<file path="config.mk">
export PLATFORM = sky130hd
export DESIGN_NAME = dual_reg_xcvr
export DESIGN_NICKNAME = d
export VERILOG_FILES = /design/src/rtl/dual_reg_xcvr_pkg.sv /design/src/rtl/xcvr_store.sv /design/src/rtl/xcvr_drive.sv /design/src/rtl/dual_reg_xcvr.sv
export SDC_FILE = /design/constraint.sdc
export NUM_CORES = 1
export LEC_CHECK = 0
export CORE_MARGIN = 2
export CORE_UTILIZATION = 30
export CTS_CLUSTER_DIAMETER = 120
export DETAILED_ROUTE_END_ITERATION = 8
export GPL_TIMING_DRIVEN = 0
export PLACE_DENSITY = 0.6
export RECOVER_POWER = 100
export SYNTH_ARGS = -nofsm -noshare
export SYNTH_HDL_FRONTEND = slang
export SYNTH_HIERARCHICAL = 1
export SYNTH_SLANG_ARGS = --single-unit
export TNS_END_PERCENT = 50
</file>
<file path="constraint.sdc">
create_clock -name clk -period 1.47 [get_ports clk]
set_input_delay 0.2205 -clock clk [delete_from_list [all_inputs] [get_ports clk]]
set_output_delay 0.2205 -clock clk [all_outputs]
set_load 0.02 [all_outputs]
</file>
<file path="src/rtl/dual_reg_xcvr_pkg.sv">
`timescale 1ns/1ps
package dual_reg_xcvr_pkg;
  typedef enum logic {
    SRC_LIVE   = 1'b0,
    SRC_STORED = 1'b1
  } src_sel_e;
endpackage

</file>
<file path="src/rtl/xcvr_store.sv">
`timescale 1ns/1ps
module xcvr_store #(
  parameter int W = 8
) (
  input  logic         clk,
  input  logic         rst_n,
  input  logic         cap,
  input  logic [W-1:0] d,
  output logic [W-1:0] q
);
  logic cap_q;
  logic rise;

  assign rise = cap & ~cap_q;

  always_ff @(posedge clk) begin
    if (!rst_n) begin
      cap_q <= 1'b0;
      q     <= '0;
    end else begin
      cap_q <= cap;
      if (rise) q <= d;
    end
  end

  AST_EDGE_LOADS: assert property (@(posedge clk) disable iff (!rst_n)
    (cap && !cap_q) |=> (q == $past(d)));

  AST_NO_EDGE_HOLDS: assert property (@(posedge clk) disable iff (!rst_n)
    (!cap || cap_q) |=> $stable(q));
endmodule

</file>
<file path="src/rtl/xcvr_drive.sv">
`timescale 1ns/1ps
module xcvr_drive
  import dual_reg_xcvr_pkg::*;
#(
  parameter int W = 8
) (
  input  src_sel_e     sel,
  input  logic         en,
  input  logic [W-1:0] live,
  input  logic [W-1:0] stored,
  output logic [W-1:0] dout,
  output logic [W-1:0] oe
);
  logic [W-1:0] chosen;

  always_comb begin
    chosen = (sel == SRC_STORED) ? stored : live;
    dout   = ~chosen;
  end

  for (genvar i = 0; i < W; i++) begin : g_oe
    assign oe[i] = en;
  end
endmodule

</file>
<file path="src/rtl/dual_reg_xcvr.sv">
`timescale 1ns/1ps
module dual_reg_xcvr
  import dual_reg_xcvr_pkg::*;
#(
  parameter int W = 8
) (
  input  logic         clk,
  input  logic         rst_n,
  input  logic         a_cap,
  input  logic         b_cap,
  input  logic         b_src_reg,
  input  logic         a_src_reg,
  input  logic         b_drv_en,
  input  logic         a_drv_en_n,
  input  logic [W-1:0] a_in,
  output logic [W-1:0] a_out,
  output logic [W-1:0] a_oe,
  input  logic [W-1:0] b_in,
  output logic [W-1:0] b_out,
  output logic [W-1:0] b_oe
);
  logic [W-1:0] reg_a;
  logic [W-1:0] reg_b;
  src_sel_e     sel_b;
  src_sel_e     sel_a;

  assign sel_b = src_sel_e'(b_src_reg);
  assign sel_a = src_sel_e'(a_src_reg);

  xcvr_store #(.W(W)) u_store_a (
    .clk(clk), .rst_n(rst_n), .cap(a_cap), .d(a_in), .q(reg_a)
  );

  xcvr_store #(.W(W)) u_store_b (
    .clk(clk), .rst_n(rst_n), .cap(b_cap), .d(b_in), .q(reg_b)
  );

  xcvr_drive #(.W(W)) u_drive_b (
    .sel(sel_b), .en(b_drv_en), .live(a_in), .stored(reg_a),
    .dout(b_out), .oe(b_oe)
  );

  xcvr_drive #(.W(W)) u_drive_a (
    .sel(sel_a), .en(~a_drv_en_n), .live(b_in), .stored(reg_b),
    .dout(a_out), .oe(a_oe)
  );

  AST_B_LIVE_INVERTS: assert property (@(posedge clk) disable iff (!rst_n)
    (!b_src_reg) |-> (b_out == ~a_in));

  AST_A_LIVE_INVERTS: assert property (@(posedge clk) disable iff (!rst_n)
    (!a_src_reg) |-> (a_out == ~b_in));

  AST_ISOLATED_QUIET: assert property (@(posedge clk) disable iff (!rst_n)
    (!b_drv_en && a_drv_en_n) |-> ((a_oe | b_oe) == '0));
endmodule

</file>
After elaboration in Yosys (flattened, before gate mapping)
Index checks and enable logic that the tools add are counted.

cells by class
  muxes and demuxes = 2
  bitwise logic cells = 7

operators by type and width
  cell           count
  $mux W8        2
  $not A8 Y8     2
  $not A1 Y1     3
  $and A1 B1 Y1  2

word-level totals
  register bits after elaboration = 18
  input bits = 24
  output and inout port bits = 32
  logic and storage cells = 13

Longest topological paths before layout
  word-level depth = 2
  gate-level depth with buffers = 4
  depth with buffers taken out = 2

Cells and area by module
Netlist, hierarchy kept.

by module, submodules not included
  module         times used  cells each  area each (um2)  seq. area each (um2)
  xcvr_store     2           38          377.9            180.2
  xcvr_drive     2           17          151.4            0.0
  dual_reg_xcvr  1           1           3.8              0.0

Worst setup path before layout
Ideal clock, no wire load.

  kind = input to output
  start point = in a_src_reg
  end point = out a_out[0]
  arrival = 0.771 ns
  required time = 1.250 ns
  setup slack = 0.479 ns
  stages on the path = 2
  buffers on the path = 1
  cells stage by stage = buf_6 -> mux2i_1

between the ends
  word-level cells in the longest chain between the ends = 2

RTL lines
  item         RTL line             text
  from (decl)  dual_reg_xcvr.sv:12  input logic a_src_reg,
  $mux W8      xcvr_drive.sv:17     chosen = (sel == SRC_STORED) ? stored : live;
  $not A8 Y8   xcvr_drive.sv:18     dout = ~chosen;
  to (decl)    dual_reg_xcvr.sv:16  output logic [W-1:0] a_out,

No other way between the ends.

Worst setup path after layout
  start point = in a_drv_en_n
  end point = out a_oe[7]

between the ends
  word-level cells in the longest chain between the ends = 1

RTL lines
  item         RTL line             text
  from (decl)  dual_reg_xcvr.sv:14  input logic a_drv_en_n,
  $not A1 Y1   dual_reg_xcvr.sv:44  .sel(sel_a), .en(~a_drv_en_n), .live(b_in), .stored(reg_b),
  to (decl)    dual_reg_xcvr.sv:17  output logic [W-1:0] a_oe,

No other way between the ends.

==> impl_metrics.yaml <==
status:
  status: "complete, no violations"
sta:
  period_share: 0.971
  tns_ns: 0
  worst_slack_ns: 0.0429
  fin_skew_ns: 0.000823
  rsz0062_at_grt: "false"
  tightest_slew_ns: 0.550
  max_freq_mhz: 701
  hold_slack_ns: 0.212
  hold_viol: 0
  setup_violations: 0
  fin_crit_ns: 1.43
  slew_viol_final: 0
  relSlewSlack: 0.633
setup_path:
  path_cells: "clkdlybuf4s50_1 > inv_2 > buf_4 > dlygate4sd2_1"
  cp-endpoint: "a_oe[7]"
  r2r-end: "u_store_a/q[3]$_SDFFE_PN0P_"
  crit_path_top_delay_cell: "clkdlybuf4s50_1"
  r2r_start: "u_store_a/cap_q$_SDFF_PN0_"
  crit_path_start_kind: "input pin"
  reg2reg_setup_slack_ns: 0.28
  worstPathMaxFanout: 8
  crit_type: "input pin to output port"
  cp-end-kind: "output port"
  cp.required_ns: 1.25
  r2r_cells: 3
  startpoint: "a_drv_en_n"
  arrival_ns: 1.21
  cpPeakStageDelay_ns: 0.47
final_layout:
  final_util: 0.475
  areaGrowthSynthToFinish_pct: 50.5
  n_antenna_cell: 0
  drive_above_1_share: 0.200
  finalNonFillerCells: 211
  final_nets: 191
  final_area_um2: 1600
  num-fill-cells: 376
hold_path:
  min_from: "rst_n"
  hp-class: "input pin to flip-flop"
  whs_path_depth: 3
power:
  power_frac_comb: 0.330
  power.total_mw: 1.15
  p_clk_frac: 0.206
  switchingPower_mw: 0.337
  p_leak_nw: 0.737
  p_sw_frac: 0.293
  vdd_drop_max_uv: 318
  p_int_mw: 0.811
  seq_power_share: 0.464
  power_density_nw_per_um2: 718
floorplanning:
  start_util: 0.316
  pin_count: 56
  core_um2: 3360
  die_height_um: 63.5
  die-width_um: 63.5
  fp-row-count: 21
  dieArea_um2: 4030
clock_tree:
  insertion_delay_ns: 0.28
  htreeDepth: 1
  clk_pin_slew_ns: 0.10
  cts_tree: "built"
  clkSinkCount: 18
  post-cts-setup-buffers: 0
  cts_resized: 25
  clockRootBuffer: "clkbuf_4"
  cts_made_buffers: 3
  ctsHoldBuffers: 0
  cts_buffer_depth: 2
synthesis:
  ys_types: 9
  synth_area_um2: 1060
  syn_nets: 135
  avgSynthCellArea_um2: 9.57
  postSynthCellCount: 111
  synth-seq-cells: 18
  synth-seq-area-share: 0.339
  synth_warnings: 6
drt:
  drt-total-wl_mm: 2.32
  antenna_left: 0
  dr.pass1.iters: 4
  drc: 0
  routedWlPerCell_um: 11.0
  post_drt_via_cell_ratio: 4.15
  vias: 876
  drt_iter0_drc: 20
global_routing:
  gr-total-overflow: 0
  grt_usage: 0.118
  grt_pass1_wl_mm: 3.86
  grt_start_max_net_pins: 11
  grt_pass1_vias: 887
  antenna_found_initial: 0
placed_design:
  dpl.hpwl_mm: 1.90
  dp_slack_ns: -0.289
  portBuffers: 51
  dpl.cell_count: 208
  gp_congestion: 0.727
  place_area_um2: 1630
flow_run:
  maxCapViolCount: 0
[power by group through the flow]
stage / Clock (mW) / Combinational, mW / Sequential (mW)
4_1_cts: 0.253 / 0.398 / 0.534
2_1_floorplan: 0 / 0.242 / 0.541
3_5_place_dp: 0 / 0.431 / 0.546
3_3_place_gp: 0 / 0.427 / 0.545
6_report: 0.236 / 0.379 / 0.533
5_1_grt: 0.278 / 0.407 / 0.538
[cell usage in the layout (no fill, tap or decap)]
master,netlist,layout
and2_2,2,2
nand2_1,30,30
mux2i_1,32,32
clkbuf_4,0,3
dlygate4sd3_1,0,10
clkdlybuf4s50_1,0,17
buf_6,8,6
clkbuf_2,0,1
nor2b_2,0,2
dlygate4sd2_1,0,24
inv_2,0,1
dfxtp_1,18,18
nand2_2,2,2
clkbuf_1,0,1
buf_4,16,16
[cells by family after synthesis]
family	Yosys count	share of synthesized area
buf+inv	25	0.201
flops	18	0.339
mux	32	0.302
simple gates	36	0.158
[cell usage after synthesis]
cell,n,share of area
inv_1,1,0.0035
mux2i_1,32,0.30
buf_6,8,0.085
nand2_2,2,0.012
dfxtp_1,18,0.34
and2_2,2,0.014
buf_4,16,0.11
nor2b_4,2,0.026
nand2_1,30,0.11
[worst max-delay path: cells and delay by family]
kind                   cells  cell delay, ns
buffers and inverters      4            0.98
[flip-flops by register name (all words and copies together) (netlist names)]
| register | cells |
|---|---|
| u_store_a/cap_q | 1 |
| u_store_b/q | 8 |
| u_store_a/q | 8 |
| u_store_b/cap_q | 1 |
[final cells by class]
| cell class | count | area [µm²] | share of cell area |
|---|---|---|---|
| Sequential cell | 18 | 360 | 0.225 |
| Tap cell | 46 | 57.6 | 0.0360 |
| Clock buffer | 3 | 22.5 | 0.0141 |
| Multi-Input combinational cell | 68 | 478 | 0.299 |
| Buffer | 24 | 196 | 0.123 |
| Timing Repair Buffer | 51 | 480 | 0.300 |
| Inverter | 1 | 3.75 | 0.00235 |
[how the worst min path moves through the flow]
stage,endpoint
4_1_cts,u_store_b/q[6]$_SDFFE_PN0P_
3_3_place_gp,u_store_b/q[2]$_SDFFE_PN0P_
2_1_floorplan,u_store_a/q[3]$_SDFFE_PN0P_
6_report,u_store_a/q[5]$_SDFFE_PN0P_
5_1_grt,u_store_b/q[5]$_SDFFE_PN0P_
3_5_place_dp,u_store_b/q[3]$_SDFFE_PN0P_
[routing by layer]
metal / share of wire / wire length (µm) / GRT usage / up-vias
met5: 0 / 0 / 0 / -
met4: 0 / 0 / 0.0326 / 0
met3: 0.10 / 242 / 0.0411 / 0
met2: 0.44 / 1010 / 0.200 / 45
met1: 0.46 / 1070 / 0.142 / 377
li1: - / - / - / 454
Note: power is estimated with default switching activity, not from simulation.
